--- src/rtl/sprattr_pkg.sv ---
package sprattr_pkg;
  localparam int HA_W = 16;
  localparam int RA_W = 13;
  localparam int DW   = 8;
  localparam int IX_W = 7;
  localparam int SH_W = 3;
  localparam int HD_W = 2 * DW;

  localparam logic [HA_W-1:0] WIN_LO   = 16'h6000;
  localparam logic [HA_W-1:0] WIN_HI   = 16'h7FFF;
  localparam logic [HA_W-1:0] REG_REC0 = 16'h7FF0;
  localparam logic [HA_W-1:0] REG_PACK = 16'h7FF4;
  localparam logic [HA_W-1:0] REG_BASE = 16'h7FF5;
  localparam logic [HA_W-1:0] REG_IDX  = 16'h7FF6;

  typedef enum logic [2:0] {K_PLAIN, K_REC, K_PACK, K_BASE, K_IDX} kind_e;

  typedef enum logic [3:0] {
    S_BOOT0, S_BOOT1, S_BOOT2, S_IDLE, S_ISSUE,
    S_RDCAP, S_MERGE, S_MIRROR, S_STEP
  } state_e;

  function automatic logic in_window(input logic [HA_W-1:0] a);
    return (a >= WIN_LO) && (a <= WIN_HI);
  endfunction

  function automatic logic [SH_W-1:0] field_shift(input logic [1:0] lo);
    return {lo, 1'b0};
  endfunction

  function automatic logic [RA_W-1:0] rec_offset(input logic [IX_W-1:0] idx,
                                                 input logic [1:0] lane);
    return RA_W'({idx, lane});
  endfunction

  function automatic logic [RA_W-1:0] pack_offset(input logic [IX_W-1:0] idx);
    return RA_W'(idx >> 2);
  endfunction
endpackage

--- src/rtl/sprattr_decode.sv ---
module sprattr_decode
  import sprattr_pkg::*;
(
  input  logic [HA_W-1:0] addr,
  output logic            in_win,
  output kind_e           kind,
  output logic [1:0]      lane,
  output logic [RA_W-1:0] mirror
);
  always_comb begin
    in_win = in_window(addr);
    lane   = addr[1:0];
    mirror = addr[RA_W-1:0];
    kind   = K_PLAIN;
    if (addr >= REG_REC0 && addr < REG_PACK) kind = K_REC;
    else if (addr == REG_PACK)               kind = K_PACK;
    else if (addr == REG_BASE)               kind = K_BASE;
    else if (addr == REG_IDX)                kind = K_IDX;
  end


  always_comb begin
    win_bits_chk: assert (!in_win || addr[HA_W-1:RA_W] == 3'b011);
  end
endmodule

--- src/rtl/sprattr_ctx.sv ---
module sprattr_ctx
  import sprattr_pkg::*;
#(
  parameter logic [RA_W-1:0] BASE_SET = 13'h1800,
  parameter logic [RA_W-1:0] BASE_CLR = 13'h1C00,
  parameter logic [RA_W-1:0] HI_OFS   = 13'h0200
)(
  input  logic            clk,
  input  logic            rst_n,
  input  logic            ld_base,
  input  logic            ld_idx,
  input  logic [IX_W-1:0] din,
  input  logic [1:0]      lane,
  output logic [SH_W-1:0] shift,
  output logic [RA_W-1:0] rec_addr,
  output logic [RA_W-1:0] pack_addr
);
  logic            sel_q;
  logic [IX_W-1:0] idx_q;
  logic [SH_W-1:0] sh_q;
  logic [RA_W-1:0] base;

  always_ff @(posedge clk or negedge rst_n) begin
    if (!rst_n) begin
      sel_q <= 1'b0;
      idx_q <= '0;
      sh_q  <= '0;
    end else begin
      if (ld_base) sel_q <= din[0];
      if (ld_idx) begin
        idx_q <= din;
        sh_q  <= field_shift(din[1:0]);
      end
    end
  end

  always_comb begin
    base      = sel_q ? BASE_SET : BASE_CLR;
    rec_addr  = base + rec_offset(idx_q, lane);
    pack_addr = base + HI_OFS + pack_offset(idx_q);
    shift     = sh_q;
  end


  shift_even_chk: assert property (@(posedge clk) disable iff (!rst_n)
    shift[0] == 1'b0);


  shift_tracks_idx_chk: assert property (@(posedge clk) disable iff (!rst_n)
    ld_idx |=> shift[2:1] == idx_q[1:0]);
endmodule

--- src/rtl/sprattr_fieldmerge.sv ---
module sprattr_fieldmerge
  import sprattr_pkg::*;
(
  input  logic [DW-1:0]   old_byte,
  input  logic [SH_W-1:0] shift,
  input  logic [1:0]      bits,
  output logic [DW-1:0]   new_byte
);
  localparam int NF = DW / 2;

  for (genvar g = 0; g < NF; g++) begin : g_field
    assign new_byte[2*g +: 2] = (shift == SH_W'(2*g)) ? bits : old_byte[2*g +: 2];
  end
endmodule

--- src/rtl/sprattr_window.sv ---
module sprattr_window
  import sprattr_pkg::*;
#(
  parameter logic [RA_W-1:0] BASE_SET    = 13'h1800,
  parameter logic [RA_W-1:0] BASE_CLR    = 13'h1C00,
  parameter logic [RA_W-1:0] HI_OFS      = 13'h0200,
  parameter logic [RA_W-1:0] CFG_SEL_LOC = 13'h1FF5,
  parameter logic [RA_W-1:0] CFG_IDX_LOC = 13'h1FF6
)(
  input  logic            clk,
  input  logic            rst_n,
  input  logic            host_rd,
  input  logic            host_wr,
  input  logic            host_wide,
  input  logic [HA_W-1:0] host_addr,
  input  logic [HD_W-1:0] host_wdata,
  output logic            host_ready,
  output logic            host_done,
  output logic [HD_W-1:0] host_rdata,
  output logic            ram_re,
  output logic            ram_we,
  output logic [RA_W-1:0] ram_addr,
  output logic [DW-1:0]   ram_wdata,
  input  logic [DW-1:0]   ram_rdata
);
  state_e          state;
  logic            req_wr, req_wide, lane_hi;
  logic [HA_W-1:0] cur_addr;
  logic [HD_W-1:0] wbuf, rbuf;
  logic [DW-1:0]   cur_data;
  logic [HA_W-1:0] next_addr;
  logic            accept, step_more;

  logic            dec_win;
  kind_e           dec_kind;
  logic [1:0]      dec_lane;
  logic [RA_W-1:0] dec_mirror;

  logic            ld_base, ld_idx;
  logic [IX_W-1:0] ctx_din;
  logic [SH_W-1:0] ctx_shift;
  logic [RA_W-1:0] rec_addr, pack_addr;
  logic [DW-1:0]   merged;

  sprattr_decode u_dec (
    .addr(cur_addr), .in_win(dec_win), .kind(dec_kind),
    .lane(dec_lane), .mirror(dec_mirror)
  );

  sprattr_ctx #(.BASE_SET(BASE_SET), .BASE_CLR(BASE_CLR), .HI_OFS(HI_OFS)) u_ctx (
    .clk(clk), .rst_n(rst_n), .ld_base(ld_base), .ld_idx(ld_idx),
    .din(ctx_din), .lane(dec_lane), .shift(ctx_shift),
    .rec_addr(rec_addr), .pack_addr(pack_addr)
  );

  sprattr_fieldmerge u_merge (
    .old_byte(ram_rdata), .shift(ctx_shift), .bits(cur_data[1:0]), .new_byte(merged)
  );

  assign cur_data   = lane_hi ? wbuf[HD_W-1:DW] : wbuf[DW-1:0];
  assign next_addr  = cur_addr + 1'b1;
  assign accept     = (state == S_IDLE) && (host_rd || host_wr) && in_window(host_addr);
  assign step_more  = req_wide && !lane_hi && in_window(next_addr);
  assign host_ready = (state == S_IDLE);
  assign host_done  = (state == S_STEP) && !step_more;
  assign host_rdata = rbuf;

  always_comb begin
    ram_re    = 1'b0;
    ram_we    = 1'b0;
    ram_addr  = dec_mirror;
    ram_wdata = cur_data;
    ld_base   = 1'b0;
    ld_idx    = 1'b0;
    ctx_din   = cur_data[IX_W-1:0];
    case (state)
      S_BOOT0: begin
        ram_re   = 1'b1;
        ram_addr = CFG_SEL_LOC;
      end
      S_BOOT1: begin
        ram_re   = 1'b1;
        ram_addr = CFG_IDX_LOC;
        ld_base  = 1'b1;
        ctx_din  = ram_rdata[IX_W-1:0];
      end
      S_BOOT2: begin
        ld_idx  = 1'b1;
        ctx_din = ram_rdata[IX_W-1:0];
      end
      S_ISSUE: begin
        if (!req_wr) begin
          ram_re = 1'b1;
          if (dec_kind == K_REC)       ram_addr = rec_addr;
          else if (dec_kind == K_PACK) ram_addr = pack_addr;
        end else begin
          case (dec_kind)
            K_REC:  begin ram_we = 1'b1; ram_addr = rec_addr; end
            K_PACK: begin ram_re = 1'b1; ram_addr = pack_addr; end
            K_BASE: begin ld_base = 1'b1; ram_we = 1'b1; end
            K_IDX:  begin ld_idx = 1'b1; ram_we = 1'b1; end
            default: ram_we = 1'b1;
          endcase
        end
      end
      S_MERGE: begin
        ram_we    = 1'b1;
        ram_addr  = pack_addr;
        ram_wdata = merged;
      end
      S_MIRROR: ram_we = 1'b1;
      default: ;
    endcase
  end

  always_ff @(posedge clk or negedge rst_n) begin
    if (!rst_n) begin
      state    <= S_BOOT0;
      req_wr   <= 1'b0;
      req_wide <= 1'b0;
      lane_hi  <= 1'b0;
      cur_addr <= '0;
      wbuf     <= '0;
      rbuf     <= '0;
    end else begin
      case (state)
        S_BOOT0: state <= S_BOOT1;
        S_BOOT1: state <= S_BOOT2;
        S_BOOT2: state <= S_IDLE;
        S_IDLE: if (accept) begin
          req_wr   <= host_wr;
          req_wide <= host_wide;
          cur_addr <= host_addr;
          wbuf     <= host_wdata;
          lane_hi  <= 1'b0;
          rbuf     <= '0;
          state    <= S_ISSUE;
        end
        S_ISSUE: begin
          if (!req_wr)                state <= S_RDCAP;
          else if (dec_kind == K_REC)  state <= S_MIRROR;
          else if (dec_kind == K_PACK) state <= S_MERGE;
          else                         state <= S_STEP;
        end
        S_RDCAP: begin
          if (lane_hi) rbuf[HD_W-1:DW] <= ram_rdata;
          else         rbuf[DW-1:0]    <= ram_rdata;
          state <= S_STEP;
        end
        S_MERGE:  state <= S_MIRROR;
        S_MIRROR: state <= S_STEP;
        S_STEP: begin
          if (step_more) begin
            cur_addr <= next_addr;
            lane_hi  <= 1'b1;
            state    <= S_ISSUE;
          end else begin
            state <= S_IDLE;
          end
        end
        default: state <= S_IDLE;
      endcase
    end
  end

  logic [DW-1:0] fmask;
  assign fmask = DW'(2'b11) << ctx_shift;


  rmw_addr_chk: assert property (@(posedge clk) disable iff (!rst_n)
    (state == S_MERGE) |-> ($past(ram_re) && ram_addr == $past(ram_addr)));


  packed_keep_chk: assert property (@(posedge clk) disable iff (!rst_n)
    (state == S_MERGE) |-> (((ram_wdata ^ ram_rdata) & ~fmask) == '0));


  busy_ram_chk: assert property (@(posedge clk) disable iff (!rst_n)
    (ram_we || ram_re) |-> !host_ready);


  done_ready_chk: assert property (@(posedge clk) disable iff (!rst_n)
    host_done |=> host_ready);


  mirror_write_chk: assert property (@(posedge clk) disable iff (!rst_n)
    (state == S_STEP && req_wr) |->
      ($past(ram_we) && $past(ram_addr) == cur_addr[RA_W-1:0] && $past(ram_wdata) == cur_data));
endmodule

--- config.mk ---
export PLATFORM = sky130hd
export DESIGN_NAME = sprattr_window
export DESIGN_NICKNAME = d
export VERILOG_FILES = /design/src/rtl/sprattr_pkg.sv /design/src/rtl/sprattr_decode.sv /design/src/rtl/sprattr_ctx.sv /design/src/rtl/sprattr_fieldmerge.sv /design/src/rtl/sprattr_window.sv
export SDC_FILE = /design/constraint.sdc
export NUM_CORES = 1
export LEC_CHECK = 0
export BUFFER_PORTS_ARGS = -buffer_cell sky130_fd_sc_hd__buf_2
export CORE_MARGIN = 2
export CORE_UTILIZATION = 59
export CTS_CLUSTER_DIAMETER = 200
export DETAILED_ROUTE_END_ITERATION = 10
export GPL_TIMING_DRIVEN = 0
export PLACE_DENSITY = 0.9
export RECOVER_POWER = 100
export SLEW_MARGIN = 25
export SYNTH_ARGS = -nofsm -noshare
export SYNTH_HDL_FRONTEND = slang
export SYNTH_SLANG_ARGS = --single-unit
export TNS_END_PERCENT = 100
--- constraint.sdc ---
create_clock -name clk -period 7.1 [get_ports clk]
set_input_delay 1.42 -clock clk [delete_from_list [all_inputs] [get_ports clk]]
set_output_delay 1.42 -clock clk [all_outputs]
set_load 0.1 [all_outputs]
==> flow_summary.ini <==
[floorplan]
fp.dieW_microns = 83.9
io_pins = 86
row_count = 29
start_util_pct = 60.0
coreArea_sq_um = 6280
die_area_sq_um = 7040
die_h_microns = 83.9

[logic_synthesis]
synth_area_leader_cell = dfrtp_1
yosys_register_bits = 63
yosysUniqueCellTypes = 59
synth_seq_area_share_pct = 41.8
synth_top_family_by_area = simple AND/OR/NAND/NOR gates
synth_cells = 455
synthTopCellsByArea = dfrtp_1 (42%), nand2_1 (13%), o21ai_0 (6.6%), mux2_2 (3.0%), mux2i_1 (2.4%)
synth_nets = 504
syn_area_sq_um = 3770
synth_top_area_share_pct = 41.8
syn_area_per_cell_sq_um = 8.28
synth_mux_area_share_pct = 5.38
synth-compound-area-share_pct = 17.8
synth-async-reset-ratio_pct = 100
yosys_warnings = 0
synthXorXnorAreaFrac_pct = 0.465
ys.flop_type = dfrtp_1
synth_edf_count = 0
synth_adder_area_share_pct = 1.33
synthSimpleGateAreaFrac_pct = 28.4

[timing]
worstMarginPinSlew_ns = 3.36
max_slew_margin_pct = -124
post-route-period-util_pct = 71.0
fin_skew_ns = 0.00642
period_minus_slack_ns = 5.04
final_max_slew_viol_count = 64
final-setup-viol-count = 0
finalSetupTns_ns = 0
max_freq_mhz = 198
hold_viol = 0
rsz0062_at_grt = no

[routing]
num_vias = 3861
antenna_left = 0
wire_per_inst_microns = 17.1
finalWirelength_microns = 10800
drt_iter0_markers = 357
dr.pass1.iters = 5
vias_per_cell = 6.10
remaining_drc_errors = 0

[status]
status = finished with violations
violations = capacitance limit, slew limit

[clock_network]
cts_setup_buffers = 0
htreeDepth = 3
cts_root_buf = clkbuf_8
ctsHoldBuffers = 0
cts_tree = done
clk_path_buf_depth = 2
cts_resized = 0
clkSinkCount = 63
numCtsBuffers = 9
clock_latency_ns = 0.34
cts.reportedPaths.clkPinSlew_ns = 0.08

[global_route]
grt-ovfl-total = 0
grt_pass1_vias = 3583
antenna_found_initial = 0
grt_max_degree = 64
grt_pass1_wl_microns = 17500
track_usage_pct = 31.3

[cells_and_area]
drive_gt1_share_pct = 16.4
diodes = 0
syn_to_final_growth_pct = 18.4
layout_common_cells = nand2_1 (126), dfrtp_1 (63), clkbuf_1 (57)
layout.nets = 600
layout_commonest_cell = nand2_1

[critical_path]
critPathCaptureType = output port
cp.arrival_ns = 3.62
worst-setup-path-type = register to output port
crit_path_max_fanout = 9
crit_required_ns = 5.68
start_kind = register

[flow_run]
cap_violations = 1

[placed_design]
place_congestion = 0.926
numPortBuffers = 85
dpl.hpwl_microns = 7750

[worst_hold_path]
min_path_type = register to register
-- path summary, 6_finish.rpt --
kind,start,end,slack (ns),cells after the start
max,cur_addr[0],ram_addr[7],2.06,8
min,wbuf[7],wbuf[7],0.47,2
max reg2reg,cur_addr[0],cur_addr[9],4.50,7
min reg2reg,wbuf[7],wbuf[7],0.47,2
min in group asynchronous,rst_n,state[2],2.20,1
max in group asynchronous,rst_n,cur_addr[9],3.00,1
-- worst max-delay path, stage by stage, from the launching register on --
cell and delay, ns:
dfrtp_1 0.51, inv_1 0.11, ha_1 0.24, and2_1 0.18
o21ai_0 0.48, nand2b_1 0.11, a21oi_1 0.49, a221o_1 0.28
clkbuf_1 0.88
-- synth_stat cells (4+ instances only) --
cell type	number
nor3_1	8
and3_1	7
nand4_1	9
a211oi_1	7
buf_4	6
a221o_1	5
mux2_2	10
ha_1	4
a21oi_1	13
nor2_1	24
nor2b_1	5
mux2i_1	9
nand2_1	126
nor4_1	5
nand3_1	6
clkbuf_1	12
dfrtp_1	63
o21ai_0	50
a221oi_1	4
and2_1	6
a31oi_1	4
nand2b_1	10
inv_1	9
o211ai_1	4
-- through the flow --
stage / setup slack, ns / hold slack [ns] / std cells / utilization [%] / cell area (sq um)
after detailed placement: 2.93 / 0.455 / 617 / 68.4 / 4290
after CTS: 2.56 / 0.473 / 633 / 72.0 / 4520
final: 2.06 / 0.472 / 633 / 71.0 / 4460
after floorplan: 2.43 / 0.438 / 455 / - / 3770
after global placement: 3.00 / 0.453 / 617 / 68.3 / 4290
after global routing: 1.83 / 0.494 / 633 / 71.0 / 4460
-- registers in the layout (all words and copies together) (netlist names) --
signal       flops
cur_addr        16
host_rdata      16
wbuf            16
u_ctx.idx_q      7
lane_hi          1
req_wr           1
state            4
u_ctx.sel_q      1
req_wide         1
-- cell families after synthesis --
family / Yosys count
AOI/OAI and AO/OA: 106
xor gates and xnor gates: 2
adders and majority gates: 4
buffers and inverters: 35
DFF: 63
muxes: 19
and+or+nand+nor: 226
-- metal layers --
| layer | global-route usage, % | vias up | part of all wire (%) |
|---|---|---|---|
| li1 | - | 1795 | - |
| met1 | 41.8 | 1806 | 42 |
| met2 | 50.8 | 225 | 47 |
| met3 | 6.03 | 35 | 8.4 |
| met4 | 11.7 | 0 | 2.9 |
| met5 | 0 | - | 0 |
-- layout make-up --
type                    count  area [sq um]
well taps                  77          96.3
flip-flops and latches     63          1580
inverters                   9          33.8
repair buffers             85           373
plain buffers              26           140
clock inverters             6          92.6
clock buffers              10           138
fillers                   539          1820
multi-input cells         357          2010
Power is not shown: default switching activity piles up to over one toggle a cycle in this logic, so the estimate is an artifact.
